File: src/rtl/pit_pkg.sv
package pit_pkg;

  localparam int unsigned REG_W   = 8;
  localparam int unsigned B_SRC   = 7;
  localparam int unsigned B_WAVE  = 4;
  localparam int unsigned B_EXT   = 3;
  localparam int unsigned B_EN    = 2;
  localparam int unsigned B_IE    = 1;
  localparam int unsigned B_FLAG  = 0;

  typedef struct packed {
    logic src_bus;
    logic wave_sq;
    logic ext_on;
    logic run;
    logic irq_on;
    logic flag;
  } pit_ctrl_t;

endpackage

File: src/rtl/pit_ctrl_reg.sv
module pit_ctrl_reg
  import pit_pkg::*;
(
  input  logic             clk,
  input  logic             rst_n,
  input  logic             wr_stb,
  input  logic [REG_W-1:0] wdata,
  input  logic             timeout,
  output pit_ctrl_t        ctrl_q,
  output logic [REG_W-1:0] rd_word
);

  pit_ctrl_t ctrl_d;

  always_comb begin
    ctrl_d = ctrl_q;
    if (wr_stb) begin
      ctrl_d.wave_sq = wdata[B_WAVE];
      ctrl_d.ext_on  = wdata[B_EXT];
      ctrl_d.run     = wdata[B_EN];
      ctrl_d.irq_on  = wdata[B_IE];
      // source select only while idle and not being enabled now
      if (!ctrl_q.run && !wdata[B_EN]) begin
        ctrl_d.src_bus = wdata[B_SRC];
      end
      if (wdata[B_FLAG]) begin
        ctrl_d.flag = 1'b0;
      end
    end
    // hardware set wins over software clear
    if (timeout) begin
      ctrl_d.flag = 1'b1;
    end
  end

  always_ff @(posedge clk or negedge rst_n) begin
    if (!rst_n) begin
      ctrl_q <= '0;
    end else begin
      ctrl_q <= ctrl_d;
    end
  end

  always_comb begin
    rd_word         = '0;
    rd_word[B_SRC]  = ctrl_q.src_bus;
    rd_word[B_WAVE] = ctrl_q.wave_sq;
    rd_word[B_EXT]  = ctrl_q.ext_on;
    rd_word[B_EN]   = ctrl_q.run;
    rd_word[B_IE]   = ctrl_q.irq_on;
    rd_word[B_FLAG] = ctrl_q.flag;
  end

endmodule

File: src/rtl/pit_tick_counter.sv
module pit_tick_counter #(
  parameter int unsigned PERIOD_W = 16,
  localparam int unsigned CNT_W   = PERIOD_W + 1
) (
  input  logic                clk,
  input  logic                rst_n,
  input  logic                run,
  input  logic                tick,
  input  logic [PERIOD_W-1:0] period,
  output logic                timeout,
  output logic [CNT_W-1:0]    cnt_q
);

  logic [CNT_W-1:0] cnt_d;
  logic [CNT_W-1:0] last_val;

  // interval of (period+1)*2 ticks: count 0 .. 2*period+1
  assign last_val = {period, 1'b1};
  assign timeout  = run && tick && (cnt_q == last_val);

  always_comb begin
    cnt_d = cnt_q;
    if (!run) begin
      cnt_d = '0;
    end else if (tick) begin
      if (cnt_q == last_val) begin
        cnt_d = '0;
      end else begin
        cnt_d = cnt_q + 1'b1;
      end
    end
  end

  always_ff @(posedge clk or negedge rst_n) begin
    if (!rst_n) begin
      cnt_q <= '0;
    end else begin
      cnt_q <= cnt_d;
    end
  end

endmodule

File: src/rtl/pit_wave_gen.sv
module pit_wave_gen (
  input  logic clk,
  input  logic rst_n,
  input  logic run,
  input  logic tick,
  input  logic timeout,
  input  logic ext_on,
  input  logic wave_sq,
  output logic wave,
  output logic pulse_q,
  output logic toggle_q
);

  logic pulse_d;
  logic toggle_d;

  always_comb begin
    pulse_d  = pulse_q;
    toggle_d = toggle_q;
    if (!run) begin
      pulse_d  = 1'b0;
      toggle_d = 1'b0;
    end else begin
      if (tick) begin
        pulse_d = timeout;
      end
      if (timeout) begin
        toggle_d = ~toggle_q;
      end
    end
  end

  always_ff @(posedge clk or negedge rst_n) begin
    if (!rst_n) begin
      pulse_q  <= 1'b0;
      toggle_q <= 1'b0;
    end else begin
      pulse_q  <= pulse_d;
      toggle_q <= toggle_d;
    end
  end

  assign wave = run && ext_on && (wave_sq ? toggle_q : pulse_q);

endmodule

File: src/rtl/pit_wakeup_timer.sv
module pit_wakeup_timer
  import pit_pkg::*;
#(
  parameter int unsigned PERIOD_W = 16
) (
  input  logic                clk,
  input  logic                rst_n,
  input  logic                auto_tick,
  input  logic                reg_sel,
  input  logic                reg_we,
  input  logic [REG_W-1:0]    reg_wdata,
  output logic [REG_W-1:0]    reg_rdata,
  input  logic [PERIOD_W-1:0] period_val,
  output logic                irq,
  output logic                ext_wave
);

  localparam int unsigned CNT_W = PERIOD_W + 1;

  logic             rst_meta_n;
  logic             rst_sync_n;
  pit_ctrl_t        ctrl;
  logic [REG_W-1:0] rd_word;
  logic             wr_stb;
  logic             tick;
  logic             timeout;
  logic [CNT_W-1:0] cnt;
  logic             pulse;
  logic             toggle;
  logic             feat_en;
  logic             src_bus;
  logic             flag;
  logic             ext_on;

  // asynchronous assert, synchronous release
  always_ff @(posedge clk or negedge rst_n) begin
    if (!rst_n) begin
      rst_meta_n <= 1'b0;
      rst_sync_n <= 1'b0;
    end else begin
      rst_meta_n <= 1'b1;
      rst_sync_n <= rst_meta_n;
    end
  end

  assign wr_stb  = reg_sel && reg_we;
  assign feat_en = ctrl.run;
  assign src_bus = ctrl.src_bus;
  assign flag    = ctrl.flag;
  assign ext_on  = ctrl.ext_on;
  assign tick    = src_bus || auto_tick;

  pit_ctrl_reg u_ctrl (
    .clk     (clk),
    .rst_n   (rst_sync_n),
    .wr_stb  (wr_stb),
    .wdata   (reg_wdata),
    .timeout (timeout),
    .ctrl_q  (ctrl),
    .rd_word (rd_word)
  );

  pit_tick_counter #(.PERIOD_W(PERIOD_W)) u_cnt (
    .clk     (clk),
    .rst_n   (rst_sync_n),
    .run     (feat_en),
    .tick    (tick),
    .period  (period_val),
    .timeout (timeout),
    .cnt_q   (cnt)
  );

  pit_wave_gen u_wave (
    .clk      (clk),
    .rst_n    (rst_sync_n),
    .run      (feat_en),
    .tick     (tick),
    .timeout  (timeout),
    .ext_on   (ext_on),
    .wave_sq  (ctrl.wave_sq),
    .wave     (ext_wave),
    .pulse_q  (pulse),
    .toggle_q (toggle)
  );

  assign reg_rdata = reg_sel ? rd_word : '0;
  assign irq       = flag && ctrl.irq_on;

endmodule

File: config.mk
export PLATFORM = sky130hd
export DESIGN_NAME = pit_wakeup_timer
export DESIGN_NICKNAME = d
export VERILOG_FILES = /design/src/rtl/pit_pkg.sv /design/src/rtl/pit_ctrl_reg.sv /design/src/rtl/pit_tick_counter.sv /design/src/rtl/pit_wave_gen.sv /design/src/rtl/pit_wakeup_timer.sv
export SDC_FILE = /design/constraint.sdc
export NUM_CORES = 1
export LEC_CHECK = 0
export BUFFER_PORTS_ARGS = -buffer_cell sky130_fd_sc_hd__buf_2
export CAP_MARGIN = 20
export CORE_ASPECT_RATIO = 1.25
export CORE_MARGIN = 8
export CORE_UTILIZATION = 25
export DETAILED_ROUTE_END_ITERATION = 7
export MAX_ROUTING_LAYER = met4
export SYNTH_ARGS = -nofsm -noshare
export SYNTH_HDL_FRONTEND = slang
export SYNTH_SLANG_ARGS = --single-unit
File: constraint.sdc
create_clock -name clk -period 0.9 [get_ports clk]
set_input_delay 0.18 -clock clk [delete_from_list [all_inputs] [get_ports clk]]
set_output_delay 0.18 -clock clk [all_outputs]
set_load 0.01 [all_outputs]
======== After elaboration in Yosys (flattened, before gate mapping) ========
Index checks and enable logic that the tools add are counted.
operators by class
  $add $sub $neg .......................... 1
  equal/unequal tests ..................... 3
  mux-type cells .......................... 12
  bitwise gates (word level) .............. 1
  reduce and logical (&&, ||, !) cells .... 14
operators by type and width
  operator                                                         number
  17-bit two-way mux                                               3
  17-bit by 1-bit adder with 17-bit output, second input constant  1
  17-bit == test                                                   1
  1-bit two-way mux                                                8
  8-bit two-way mux                                                1
  1-bit logical AND                                                7
  2-bit by 1-bit != test with 1-bit output, second input constant  2
  2-bit AND reduction                                              2
  2-bit nonzero test                                               2
  1-bit zero test                                                  2
  1-bit logical OR                                                 1
  1-bit inverter                                                   1
storage, ports and cells
  register bits after elaboration ......... 27
  input port bits ......................... 29
  output and inout port bits .............. 10

======== Depth between registers and ports, before layout ========
  depth after elaboration ................. 5
  mapped depth ............................ 7
  mapped depth without buffers ............ 6

======== Modules after synthesis ========
A second synthesis with hierarchy kept.
second synthesis, totals
  cell total of the unflattened synthesis .. 196
  area, all modules ....................... 1761.7 µm²
by module, submodules not included
  module            times used  cells an instance  area an instance (µm²)
  pit_tick_counter  1           150                1246.2
  pit_ctrl_reg      1           23                 294.0
  pit_wakeup_timer  1           14                 122.6
  pit_wave_gen      1           9                  98.8

======== Worst setup path before layout ========
No wires, ideal clock.
  path kind ............................... register to register
  start point ............................. register u_cnt.cnt_q[4]
  end point ............................... register u_cnt.cnt_q[15]
  setup time .............................. 0.126 ns
  arrival time ............................ 1.652 ns
  data required time ...................... 0.774 ns
  slack ................................... -0.879 ns
  stages on the path, launching flop included .. 7
  path through ............................ dfrtp_1 xor2_1 nor4_1 nand3_1 nor3_2 buf_6 nor3_1
between the ends
  cells in the longest elaborated chain, start to end .. 4
ends and longest elaborated chain
  item                                                                               line                                            RTL
  start: declaration                                                                 pit_tick_counter.sv:11                          output logic [CNT_W-1:0] cnt_q
  start signal: assignment                                                           pit_tick_counter.sv:38                          cnt_q <= cnt_d;
  17-bit by 1-bit adder with 17-bit output / 17-bit == test (equally long branches)  pit_tick_counter.sv:29, pit_tick_counter.sv:26
  17-bit two-way mux *                                                               pit_tick_counter.sv:26                          if (cnt_q == last_val) begin
  17-bit two-way mux *                                                               pit_tick_counter.sv:25                          end else if (tick) begin
  17-bit two-way mux *                                                               pit_tick_counter.sv:23                          if (!run) begin
Every way passes the cells marked *; elsewhere a longest branch is shown, timed or not. The select of a mux whose other input is x is not followed.
A chain may end at the register's enable or synchronous reset.

======== Worst setup path after layout ========
  start point ............................. register u_cnt.cnt_q[6]
  end point ............................... register u_wave.toggle_q
between the ends
  cells in the longest elaborated chain, start to end .. 3
ends and longest elaborated chain
  item                                                       line                    RTL
  17-bit == test                                             pit_tick_counter.sv:19  assign timeout = run && tick && (cnt_q == last_val);
  1-bit logical AND                                          pit_tick_counter.sv:19
  2-bit by 1-bit != test with 1-bit output (no source line)  --
  end signal: assignment                                     pit_wave_gen.sv:39      toggle_q <= toggle_d;
  end: declaration                                           pit_wave_gen.sv:11      output logic toggle_q
No other way between the ends.

==> results.toml <==
[status]
status = "complete, but fails checks"
violations = "negative setup slack"

[logic_synthesis]
synth-seq-area-share_pct = 41.8
yosys.cell_count.top_type = "dfrtp_1"
ys.warnings.count = 0
synth_top_area_share_pct = 41.8
ys_types = 34
yosysTopAreaCell = "dfrtp_1"
synth_top_flop_cell = "dfrtp_1"
netlist_area_um2 = 1620
synth_edf_count = 0
syn_inst = 171
postSynthAreaPerCell_um2 = 9.45
synth_common_cells = "dfrtp_1, xor2_1, nand3_1, nor3_1, o21ai_0"
synth_seq_cells = 27
async_flop_share_pct = 100
synth_top_cells_by_area = "dfrtp_1, xor2_1, nand3_1"

[global_route]
grt_pass1_vias = 1642
grt_pass1_wl_mm = 7.53
grt_remaining_overflow = 0
use_met3_pct = 1.86
met1_usage_pct = 13.4
grt_usage_pct = 10.4
antenna_found_initial = 0
grt_max_degree = 26
busiest_layer = "met2"
met2_usage_pct = 16.3

[worst_setup_path]
r2r_slack_ps = -880
critPathRequiredTime_ps = 1120
cp_data_arrival_time_ps = 2000
cp-startpoint = "u_cnt.cnt_q[6]"
crit_type = "reg2reg"
worstPathMaxFanout = 3
r2r_start = "u_cnt.cnt_q[6]"
crit_path_start_kind = "flip-flop"
end_kind = "flip-flop"

[place]
dp_hpwl_mm = 3.39
place_congestion = 0.892
portBuffers = 34
placed_area_um2 = 2260

[sta]
fin_worst_skew_ps = 7.51
final.period_utilization_pct = 198
whs_ps = 124
timing.fmax_ghz = 0.561
setup_violations = 31
fin_ws_ps = -882
fin_crit_ps = 1780
slew_viol_final = 0
rsz0062_at_grt = "yes"
hold_viol = 0

[min_path]
hp-class = "in2reg"
holdCritStartpoint = "reg_wdata[1]"

[drt]
post_drt_wl_per_cell_um = 13.3
viasPerCell = 4.48
ant_nets = 0
drc = 0
drt_iter0_markers = 89
routed_wl_mm = 4.49
route.vias.total = 1513
first_pass_iters = 4

[layout]
nFillCells = 601
drive_above_1_share_pct = 50.2
final_area_um2 = 2510
antenna_cells = 0
final_nets = 284
syn_to_final_growth_pct = 55.2

[floorplanning]
io_pins = 39
rows = 32
die_x_um = 87.9
fp.dieArea_um2 = 9310
die_h_um = 106
initial_core_util_pct = 26.0
coreArea_um2 = 6210

[job]
cap_violations = 0

[power_and_ir_drop]
p_leak_nw = 1.20
p_int_mw = 2.12
power.density_nw_per_um2 = 1210
pwr-share-comb_pct = 31.7
p_clk_share_pct = 23.7
power.switching_uw = 911
swShare_pct = 30.0
peakVddDrop_mv = 0.819
seq_power_share_pct = 44.6

[clocking]
path_clk_slew_ps = 100
clock_latency_ps = 280
clock-sinks = 27
htreeDepth = 1
cts_buffers = 3
cts_tree = "yes"
clockRootBuffer = "clkbuf_8"
cts_max_path_buffers = 2
## area by class of cell
| class | count | area, um2 | area share (%) |
|---|---|---|---|
| Multi-Input combinational cell | 133 | 1000 | 40.0 |
| Sequential cell | 27 | 676 | 26.9 |
| Timing Repair Buffer | 87 | 666 | 26.5 |
| Tap cell | 85 | 106 | 4.24 |
| Clock buffer | 3 | 41.3 | 1.65 |
| Clock inverter | 1 | 7.51 | 0.299 |
| Inverter | 2 | 7.51 | 0.299 |
## flip-flops by register name (all words and copies together), names as in the netlist
name             flops
rst_meta_n           1
rst_sync_n           1
u_cnt.cnt_q         17
u_ctrl.ctrl_q        6
u_wave.pulse_q       1
u_wave.toggle_q      1
## cells by family after synthesis
logic type | Yosys count | synth area share (%)
DFF | 27 | 41.8
buffers and inverters | 12 | 5.11
AOI/OAI and AO/OA | 24 | 9.06
muxes | 12 | 7.82
adders and majority gates | 1 | 0.774
and+or+nand+nor | 74 | 24.6
other | 2 | 0.465
xor gates and xnor gates | 19 | 10.3
## worst max-delay path, cell delays in order, from the launching register on
cell     delay (ps)
dfrtp_1         410
xor2_1          160
nor4_1          280
nand3_1         170
or4_1           540
a21oi_2         160
## cells in the final DEF, fill, tap and decap left out, types with 4 or more instances in the layout
cell type / n
dfrtp_1: 27
mux2i_1: 6
and2_4: 4
xor2_1: 16
buf_6: 12
nor3_1: 4
nand2_1: 9
nor2_1: 7
nand3_1: 15
and2_1: 4
nor3_2: 10
nor4_1: 5
buf_4: 42
o21ai_0: 14
buf_2: 29
## per-layer routing
layer	up-vias	wire length, um	part of all wire (%)
met3	2	281	6.3
met1	702	2090	47
met4	0	19	0.42
met5	-	0	0
met2	47	2100	47
li1	762	-	-
## through the flow
stage | util, % | cells | setup slack, ps | setup TNS (ps) | total power, mW
finish | 40.4 | 338 | -882 | -18200 | 3.04
global route | 40.4 | 338 | -962 | -20520 | 3.20
CTS | 39.7 | 337 | -849 | -18380 | 3.01
detailed placement | 36.4 | 323 | -873 | -16820 | 2.18
global placement | 36.4 | 323 | -827 | -16210 | 2.17
floorplan | - | 172 | -868 | -15170 | 1.83
## repair_timing
| action | in CTS | in global routing |
|---|---|---|
| hold buffers | 1 | 0 |
| setup endpoints to repair | 30 | 31 |
| hold endpoints to repair | 2 | 0 |
| gates resized for setup | 18 | 11 |
| pin swaps | 15 | 9 |
| buffers inserted | 9 | 3 |
## power by group through the flow
stage | Clock, mW | Sequential, mW | Combinational (mW)
global route | 0.780 | 1.36 | 1.06
CTS | 0.750 | 1.35 | 0.909
finish | 0.719 | 1.35 | 0.963
global placement | 0 | 1.37 | 0.795
detailed placement | 0 | 1.38 | 0.799
floorplan | 0 | 1.39 | 0.435
## path summary, 6_finish.rpt
path,endpoint,depth (start not counted)
worst max-delay path,u_wave.toggle_q,5
worst min-delay path,u_ctrl.ctrl_q[1],2
worst max register to register,u_wave.toggle_q,5
worst min register to register,u_ctrl.ctrl_q[3],1
max in group asynchronous,u_cnt.cnt_q[10],1
min in group asynchronous,u_ctrl.ctrl_q[3],1
(Power assumes the default switching activity.)
